**src/rtl/booth_pkg.sv**
```systemverilog
package booth_pkg;

   // Selected multiple for one radix-4 digit: magnitude one or two, optional negate.
   typedef struct packed {
      logic neg;
      logic one;
      logic two;
   } booth_sel_t;

   localparam booth_sel_t SEL_ZERO = '{neg: 1'b0, one: 1'b0, two: 1'b0};

endpackage

```
**src/rtl/booth_recoder.sv**
```systemverilog
module booth_recoder
   import booth_pkg::*;
(
   input  logic [2:0] window,
   output booth_sel_t sel
);

   always_comb begin
      sel = SEL_ZERO;
      unique case (window)
         3'b001, 3'b010: sel = '{neg: 1'b0, one: 1'b1, two: 1'b0};
         3'b011:         sel = '{neg: 1'b0, one: 1'b0, two: 1'b1};
         3'b100:         sel = '{neg: 1'b1, one: 1'b0, two: 1'b1};
         3'b101, 3'b110: sel = '{neg: 1'b1, one: 1'b1, two: 1'b0};
         default:        sel = SEL_ZERO;
      endcase
   end

endmodule

```
**src/rtl/booth_multiple_sel.sv**
```systemverilog
module booth_multiple_sel
   import booth_pkg::*;
#(
   parameter int W = 17
) (
   input  logic [W-1:0] mcand,
   input  booth_sel_t   sel,
   output logic [W-1:0] addend,
   output logic         cin
);

   logic [W-1:0] mag;

   always_comb begin
      if (sel.two)      mag = {mcand[W-2:0], 1'b0};
      else if (sel.one) mag = mcand;
      else              mag = '0;
   end

   // Negation: bitwise invert here, plus one through the adder carry-in.
   assign addend = mag ^ {W{sel.neg}};
   assign cin    = sel.neg;

endmodule

```
**src/rtl/booth_addsub.sv**
```systemverilog
module booth_addsub #(
   parameter int W      = 17,
   parameter bit RIPPLE = 1'b1
) (
   input  logic [W-1:0] a,
   input  logic [W-1:0] b,
   input  logic         cin,
   output logic [W-1:0] sum
);

   generate
      if (RIPPLE) begin : g_ripple
         logic [W-1:0] c;
         assign c[0] = cin;
         for (genvar i = 0; i < W; i++) begin : g_bit
            assign sum[i] = a[i] ^ b[i] ^ c[i];
            if (i < W-1) begin : g_carry
               assign c[i+1] = (a[i] & b[i]) | (c[i] & (a[i] ^ b[i]));
            end
         end
      end else begin : g_behav
         assign sum = a + b + {{(W-1){1'b0}}, cin};
      end
   endgenerate

endmodule

```
**src/rtl/booth_seq_mult.sv**
```systemverilog
module booth_seq_mult
   import booth_pkg::*;
#(
   parameter int N      = 8,
   parameter bit RIPPLE = 1'b1
) (
   input  logic           clk,
   input  logic           rst_n,
   input  logic           start,
   input  logic [N-1:0]   x,
   input  logic [N-1:0]   y,
   output logic           busy,
   output logic           done,
   output logic [2*N-1:0] product
);

   localparam int AW    = 2*N + 1;
   localparam int STEPS = N / 2;
   localparam int SW    = $clog2(STEPS + 1);
   localparam logic [SW-1:0] LAST = SW'(STEPS - 1);

   generate
      if ((N < 2) || (N % 2 != 0)) begin : g_bad_width
         initial $fatal(1, "booth_seq_mult: N must be even and at least 2");
      end
   endgenerate

   logic           busy_q, done_q;
   logic [SW-1:0]  step_q;
   logic [AW-1:0]  acc_q, mcand_q, sum, addend;
   logic [N:0]     ybits_q;
   logic [2*N-1:0] prod_q;
   logic           cin, accept;
   logic [2:0]     window;
   booth_sel_t     sel;

   assign accept = start && !busy_q;
   assign window = ybits_q[2:0];

   booth_recoder u_rec (
      .window (window),
      .sel    (sel)
   );

   booth_multiple_sel #(.W(AW)) u_sel (
      .mcand  (mcand_q),
      .sel    (sel),
      .addend (addend),
      .cin    (cin)
   );

   booth_addsub #(.W(AW), .RIPPLE(RIPPLE)) u_add (
      .a   (acc_q),
      .b   (addend),
      .cin (cin),
      .sum (sum)
   );

   always_ff @(posedge clk or negedge rst_n) begin
      if (!rst_n) begin
         busy_q  <= 1'b0;
         done_q  <= 1'b0;
         step_q  <= '0;
         acc_q   <= '0;
         mcand_q <= '0;
         ybits_q <= '0;
         prod_q  <= '0;
      end else if (accept) begin
         busy_q  <= 1'b1;
         done_q  <= 1'b0;
         step_q  <= '0;
         acc_q   <= '0;
         mcand_q <= {{(N+1){x[N-1]}}, x};
         ybits_q <= {y, 1'b0};
      end else if (busy_q) begin
         acc_q   <= sum;
         mcand_q <= {mcand_q[AW-3:0], 2'b00};
         ybits_q <= {{2{ybits_q[N]}}, ybits_q[N:2]};
         step_q  <= step_q + SW'(1);
         if (step_q == LAST) begin
            busy_q <= 1'b0;
            done_q <= 1'b1;
            prod_q <= sum[2*N-1:0];
         end
      end
   end

   assign busy    = busy_q;
   assign done    = done_q;
   assign product = prod_q;

   // Acceptance opens a fresh run.
   p_accept_r5: assert property (@(posedge clk) disable iff (!rst_n)
      (start && !busy_q) |=> (busy_q && !done_q && step_q == '0));

   // Last step completes without an extra cycle.
   p_finish_r5: assert property (@(posedge clk) disable iff (!rst_n)
      (busy_q && step_q == LAST) |=> (!busy_q && done_q));

   // Stray start during a run does not disturb the step sequence.
   p_ignore_start_r6: assert property (@(posedge clk) disable iff (!rst_n)
      (busy_q && start && step_q != LAST) |=> (busy_q && step_q == $past(step_q) + SW'(1)));

   // Result held while no new request arrives.
   p_hold_r7: assert property (@(posedge clk) disable iff (!rst_n)
      (done_q && !start) |=> (done_q && $stable(prod_q)));

   // Final sum fits in 2N signed bits.
   p_no_overflow_r8: assert property (@(posedge clk) disable iff (!rst_n)
      (busy_q && step_q == LAST) |=> (acc_q[AW-1] == acc_q[2*N-1]));

   // Zero windows contribute nothing to the adder.
   p_zero_digit_r3: assert property (@(posedge clk) disable iff (!rst_n)
      (busy_q && (window == 3'b000 || window == 3'b111)) |-> (addend == '0 && !cin));

   // -2x is an inverted doubled multiplicand plus carry-in.
   p_neg_two_r9: assert property (@(posedge clk) disable iff (!rst_n)
      (busy_q && window == 3'b100) |-> (addend == ~{mcand_q[AW-2:0], 1'b0} && cin));

endmodule

```
**config.mk**
```make
export PLATFORM = sky130hd
export DESIGN_NAME = booth_seq_mult
export DESIGN_NICKNAME = d
export VERILOG_FILES = /design/src/rtl/booth_pkg.sv /design/src/rtl/booth_recoder.sv /design/src/rtl/booth_multiple_sel.sv /design/src/rtl/booth_addsub.sv /design/src/rtl/booth_seq_mult.sv
export SDC_FILE = /design/constraint.sdc
export NUM_CORES = 1
export LEC_CHECK = 0
export ABC_CLOCK_PERIOD_IN_PS = 10490
export BUFFER_PORTS_ARGS = -buffer_cell sky130_fd_sc_hd__buf_2
export CORE_MARGIN = 8
export CORE_UTILIZATION = 50
export DETAILED_ROUTE_END_ITERATION = 12
export GPL_TIMING_DRIVEN = 1
export PLACE_DENSITY = 0.8
export SETUP_SLACK_MARGIN = 0.15
export SLEW_MARGIN = 10
export SYNTH_ARGS = -nofsm -noshare
export SYNTH_HDL_FRONTEND = slang
export SYNTH_SLANG_ARGS = --single-unit
```
**constraint.sdc**
```tcl
create_clock -name clk -period 10.49 [get_ports clk]
set_clock_uncertainty 0.05 [all_clocks]
set_input_delay 2.098 -clock clk [delete_from_list [all_inputs] [get_ports clk]]
set_output_delay 2.098 -clock clk [all_outputs]
set_load 0.01 [all_outputs]
```
=== Word level (Yosys, flattened, before mapping) ===
Index checks and enable logic that the tools add are counted.

* Bits in registers: 64
* Bits in latches: 0
* Memory bits (writable): 0
* Bits in read-only memories: 0
* Input bits: 19
* Output and inout bits: 18
* Logic and storage cells: 125
* Memories kept: 0

* Add/sub/neg operators: 1
* $mul: 0
* Divide/modulo/power cells: 0
* Magnitude comparators: 0
* Equality and inequality tests: 7
* Shift operators: 0
* Mux-type cells: 17
* Bitwise gates (word level): 84
* Reduce and logical (&&, ||, !) cells: 8

{| class="wikitable"
|+ Operators with widths
! kind !! count
|-
| 17-bit two-way mux || 6
|-
| 1-bit bitwise XOR || 34
|-
| 1-bit bitwise AND || 32
|-
| 17-bit bitwise XOR || 1
|-
| 1-bit bitwise OR || 16
|-
| 3-bit one-hot mux with 4 select lines || 1
|-
| 3-bit by 2-bit equality test with 1-bit output, second input constant || 3
|-
| 3-bit equality test, second input constant || 3
|-
| 9-bit two-way mux || 1
|-
| 8-bit two-way mux || 1
|-
| 1-bit two-way mux || 6
|-
| 3-bit two-way mux || 2
|-
| 2-bit nonzero test || 2
|-
| 2-bit OR reduction || 2
|-
| 3-bit by 1-bit adder with 3-bit output, second input constant || 1
|-
| 3-bit by 1-bit equality test with 1-bit output, second input constant || 1
|-
| 3-bit AND reduction || 1
|-
| 2-bit AND reduction || 1
|-
| 1-bit logical AND || 1
|-
| 1-bit logical NOT || 1
|-
| 1-bit inverter || 1
|}

=== Longest topological paths before layout ===
* Word-level depth: 42
* Gate-level depth with buffers: 24
* Gate-level depth less buffers: 22

=== Cells and area by module ===
A second synthesis with hierarchy kept.

* Cell total of the unflattened synthesis: 322
* Area total of the unflattened synthesis: 3822.4 sq um

{| class="wikitable"
|+ Modules (own cells, without submodules)
! module !! instances !! cells an instance !! area each (sq um) !! sequential area each (sq um)
|-
| booth_seq_mult || 1 || 197 || 2613.8 || 1601.5
|-
| booth_multiple_sel || 1 || 98 || 813.3 || 0.0
|-
| booth_addsub || 1 || 22 || 362.8 || 0.0
|-
| booth_recoder || 1 || 5 || 32.5 || 0.0
|}

=== Worst setup path after synthesis ===
Ideal clock, no wire load.

* Path kind: flip-flop to flip-flop
* Start: register ybits_q[2]
* End: register acc_q[15]
* Library setup time: 76 ps
* Arrival: 7259 ps
* Required time: 10364 ps
* Slack: 3104 ps
* Stages on the path, launching flop included: 24
* Buffers on the path: 2
* Cells stage by stage: dfrtp_1 > buf_2 > buf_2 > xor2_1 > a22oi_1 > o21ai_0 > fa_1 > fa_1 > fa_1 > fa_1 > fa_1 > fa_1 > fa_1 > fa_1 > fa_1 > fa_1 > fa_1 > fa_1 > fa_1 > fa_1 > nand3b_1 > a2111oi_0 > a221oi_1 > o21ai_1

* Cells in the longest elaborated chain, start to end: 40

{| class="wikitable"
|+ RTL lines
! element !! RTL line !! source
|-
| from (decl) || booth_seq_mult.sv:31 || <nowiki>logic [N:0] ybits_q;</nowiki>
|-
| from (signal assigned) || booth_seq_mult.sv:74 || <nowiki>ybits_q <= {y, 1'b0};</nowiki>
|-
| from (signal assigned) || booth_seq_mult.sv:78 || <nowiki>ybits_q <= {{2{ybits_q[N]}}, ybits_q[N:2]};</nowiki>
|-
| 3-bit equality test, or another cell as far along || booth_recoder.sv:10 || <nowiki>unique case (window)</nowiki>
|-
| 2-bit OR reduction || booth_recoder.sv:10 ||
|-
| 3-bit one-hot mux with 4 select lines (*) || booth_recoder.sv:10 ||
|-
| 17-bit two-way mux || booth_multiple_sel.sv:16 || <nowiki>else if (sel.one) mag = mcand;</nowiki>
|-
| 17-bit two-way mux || booth_multiple_sel.sv:15 || <nowiki>if (sel.two) mag = {mcand[W-2:0], 1'b0};</nowiki>
|-
| 17-bit bitwise XOR || booth_multiple_sel.sv:21 || <nowiki>assign addend = mag ^ {W{sel.neg}};</nowiki>
|-
| 1-bit bitwise XOR || booth_addsub.sv:18 || <nowiki>assign c[i+1] = (a[i] & b[i]) | (c[i] & (a[i] ^ b[i]));</nowiki>
|-
| 1-bit bitwise AND || booth_addsub.sv:18 ||
|-
| (+24 left out) || -- ||
|-
| 1-bit bitwise OR || booth_addsub.sv:18 ||
|-
| 1-bit bitwise AND || booth_addsub.sv:18 ||
|-
| 1-bit bitwise OR || booth_addsub.sv:18 ||
|-
| 1-bit bitwise AND || booth_addsub.sv:18 ||
|-
| 1-bit bitwise OR || booth_addsub.sv:18 ||
|-
| 1-bit bitwise XOR (*) || booth_addsub.sv:16 || <nowiki>assign sum[i] = a[i] ^ b[i] ^ c[i];</nowiki>
|-
| 17-bit two-way mux (*) || booth_seq_mult.sv:75 || <nowiki>end else if (busy_q) begin</nowiki>
|-
| 17-bit two-way mux (*) || booth_seq_mult.sv:68 || <nowiki>end else if (accept) begin</nowiki>
|-
| to (signal assigned) || booth_seq_mult.sv:76 || <nowiki>acc_q <= sum;</nowiki>
|-
| to (decl) || booth_seq_mult.sv:30 || <nowiki>logic [AW-1:0] acc_q, mcand_q, sum, addend;</nowiki>
|}

Every way passes the cells marked *; elsewhere a longest branch is shown, timed or not. The select of a mux whose other input is x is not followed.
A chain may end at the register's enable or synchronous reset.

=== Worst setup path in the final report ===
Ends and elaborated chain as after synthesis.

==> results.py <==
metrics = {
    "synthesis": {
        "synth_async_sr_flop_share": 1.00,
        "synth_top_area_share": 0.478,
        "syn_area_mm2": 0.00325,
        "synth_top_cell_by_area": "dfrtp_1",
        "synth_area_leaders": "dfrtp_1, fa_1, o21ai_0",
        "yosysMostFrequentCell": "dfrtp_1",
        "syn_area_per_cell_um2": 11.4,
        "synth_cells": 284,
        "ys_ff_latch": 62,
        "synthTopCellsByCount": "dfrtp_1, o21ai_0, nand2_1",
        "syn-num-nets": 319,
        "yosysSeqAreaShare": 0.478,
        "yosysWarningCount": 0,
        "synthFlopType": "dfrtp_1",
        "synth_cell_types": 36,
        "synth_edf_count": 0,
    },
    "final_layout": {
        "final_nets": 348,
        "diodes": 0,
        "area.growth.synth_to_final_pct": 12.7,
        "drive_gt1_frac": 0.217,
    },
    "clock_tree": {
        "clkTransAtPathRegs_ns": 0.07,
        "post_cts_resized": 0,
        "cts-htree-levels": 3,
        "clk_latency_ns": 0.34,
        "hold_buffers": 0,
        "root_buffer": "clkbuf_8",
        "clockBufferDepth": 2,
        "clock-sinks": 62,
        "cts_tree": "done",
        "cts_buffers": 9,
        "post_cts_buffers": 0,
    },
    "timing": {
        "setup_viol": 0,
        "final.period_utilization": 0.785,
        "worst_pin_slew_ns": 0.856,
        "max_slew_margin": 0.429,
        "finalSetupTns_ns": 0,
        "layout_min_cycle_time_ns": 8.24,
        "hold_ws_ns": 0.445,
        "hold_viol_final": 0,
        "setup_slack_ns": 2.25,
        "drv_slew": 0,
        "fmaxAchievable_mhz": 121,
        "rsz0062_at_grt": "no",
    },
    "detailed_routing": {
        "drc": 0,
        "wire_per_inst_um": 16.1,
        "ant_nets": 0,
        "dr.pass1.iters": 4,
        "viasPerCell": 5.62,
        "drtIter0Drc": 123,
        "wl_mm": 6.35,
        "via_count": 2218,
    },
    "worst_hold_path": {
        "hold_path_end": "product[0]$_DFFE_PN0P_",
        "holdPathStages": 2,
        "min_path_type": "reg2reg",
        "min-delay-start": "product[0]$_DFFE_PN0P_",
    },
    "placement": {
        "gp_congestion": 0.835,
        "portBuffers": 36,
        "post-place-ws_ns": 2.28,
        "dp_hpwl_mm": 4.39,
    },
    "floorplan": {
        "die_w_um": 96.6,
        "fp.dieArea_mm2": 0.00933,
        "die_y_um": 96.6,
        "start_util": 0.514,
        "io_pins": 37,
        "core_mm2": 0.00631,
        "fp-row-count": 29,
    },
    "critical_path": {
        "critical-path-max-stage-delay_ns": 0.90,
        "cp.required_ns": 10.71,
        "cp_top_family": "adder cells",
        "endpoint_kind": "flop",
        "timing_worst_setup_path_type": "reg2reg",
        "crit_slowest_cell": "dfrtp_1",
        "ff2ff_path_depth": 21,
        "r2r_slack_ns": 2.25,
        "path_cells": "nor2_1, a22oi_1, o21ai_0, fa_1, fa_1, fa_1, fa_1, fa_1, fa_1, fa_1, fa_1, fa_1, fa_1, fa_1, fa_1, fa_1, fa_1, nand3b_1, a2111oi_0, a221oi_1, o21ai_1",
        "regToRegEndpoint": "acc_q[15]$_DFFE_PN0P_",
        "start_kind": "flop",
        "crit_buf_inv": 0,
        "critPathMostFrequentCell": "fa_1",
        "crit_arrival_ns": 8.46,
        "r2r_start": "ybits_q[2]$_DFFE_PN0P_",
        "critPathMaxFanout": 22,
    },
    "global_route": {
        "grt_max_degree": 76,
        "grt_pass1_wl_mm": 11.1,
        "grt_pass1_vias": 2274,
        "antenna_found_initial": 0,
        "grt_overflow": 0,
        "grt_usage": 0.144,
    },
    "power": {
        "finalPower_uw": 1510,
        "leakage_uw": 0.00172,
        "power.density_mw_per_mm2": 413,
        "ir_drop_v": 0.000236,
    },
    "run_status": {
        "status": "finished, final reports clean",
    },
    "flow_run": {
        "max-cap-violations": 0,
    },
}
==> routing by layer <==
metal / GRT usage / routed length [um] / vias to the layer above / part of all wire
met5: 0 / 0 / - / 0
met4: 0.0509 / 87 / 0 / 0.014
met3: 0.0605 / 402 / 8 / 0.063
met2: 0.204 / 2870 / 56 / 0.45
met1: 0.192 / 2990 / 1090 / 0.47
li1: - / - / 1064 / -
==> kinds of logic after synthesis <==
family	share of synthesized area
XOR/XNOR	0.0616
flip-flops	0.478
AO/OA/AOI/OAI	0.166
adder cells (fa/ha/maj)	0.0940
multiplexers	0.0986
AND/OR/NAND/NOR	0.0682
buffers and inverters	0.0343
==> cell usage in the layout (no fill, tap or decap), types with 14 or more instances in the layout <==
cell / instances
a22o_1: 15
o21ai_0: 35
nand2_1: 27
fa_1: 14
xor2_1: 16
mux2_2: 14
dfrtp_1: 61
mux2i_1: 14
buf_2: 36
==> worst reg2reg max path: cells and delay by family (launching register included) <==
kind                       cells  cell delay, ns
adders and majority gates     14            5.60
AOI/OAI and AO/OA              5            0.98
and+or+nand+nor                2            0.61
DFF                            1            0.90
==> through the flow <==
stage / instances / area (um^2) / util
after floorplan: 284 / 3250 / -
after global placement: 379 / 3440 / 0.546
after detailed placement: 379 / 3440 / 0.546
after CTS: 395 / 3660 / 0.580
after global routing: 395 / 3660 / 0.580
final: 395 / 3660 / 0.580
==> worst max path at each step <==
stage                     depth (start not counted)              startpoint                    end  slack, ns
after floorplan                                  23  ybits_q[2]$_DFFE_PN0P_  acc_q[15]$_DFFE_PN0P_       3.10
after global placement                           21  ybits_q[2]$_DFFE_PN0P_  acc_q[15]$_DFFE_PN0P_       2.45
after detailed placement                         21  ybits_q[2]$_DFFE_PN0P_  acc_q[15]$_DFFE_PN0P_       2.28
after CTS                                        21  ybits_q[2]$_DFFE_PN0P_  acc_q[15]$_DFFE_PN0P_       2.26
after global routing                             21  ybits_q[2]$_DFFE_PN0P_  acc_q[15]$_DFFE_PN0P_       1.77
final                                            21  ybits_q[2]$_DFFE_PN0P_  acc_q[15]$_DFFE_PN0P_       2.25
==> state kept, by name, indices dropped and copies added, names as in the netlist <==
name     flops
acc_q       16
busy         1
done         1
mcand_q     16
product     16
step_q       3
ybits_q      9
==> layout make-up <==
type | instances | area [um^2]
Clock buffer | 12 | 145
Inverter | 2 | 7.51
Tap cell | 77 | 96.3
Sequential cell | 62 | 1550
Clock inverter | 4 | 70.1
Multi-Input combinational cell | 199 | 1590
Fill cell | 535 | 2650
Timing Repair Buffer | 39 | 203
==> power by group <==
group | switching [uW] | leakage (uW) | internal (uW) | total [uW]
Combinational | 388 | 0.000841 | 414 | 802
Sequential | 113 | 0.000769 | 365 | 478
Clock | 91.0 | 0.000110 | 140 | 231
Total | 592 | 0.00172 | 919 | 1510
Power figures use the tool's default switching activity.
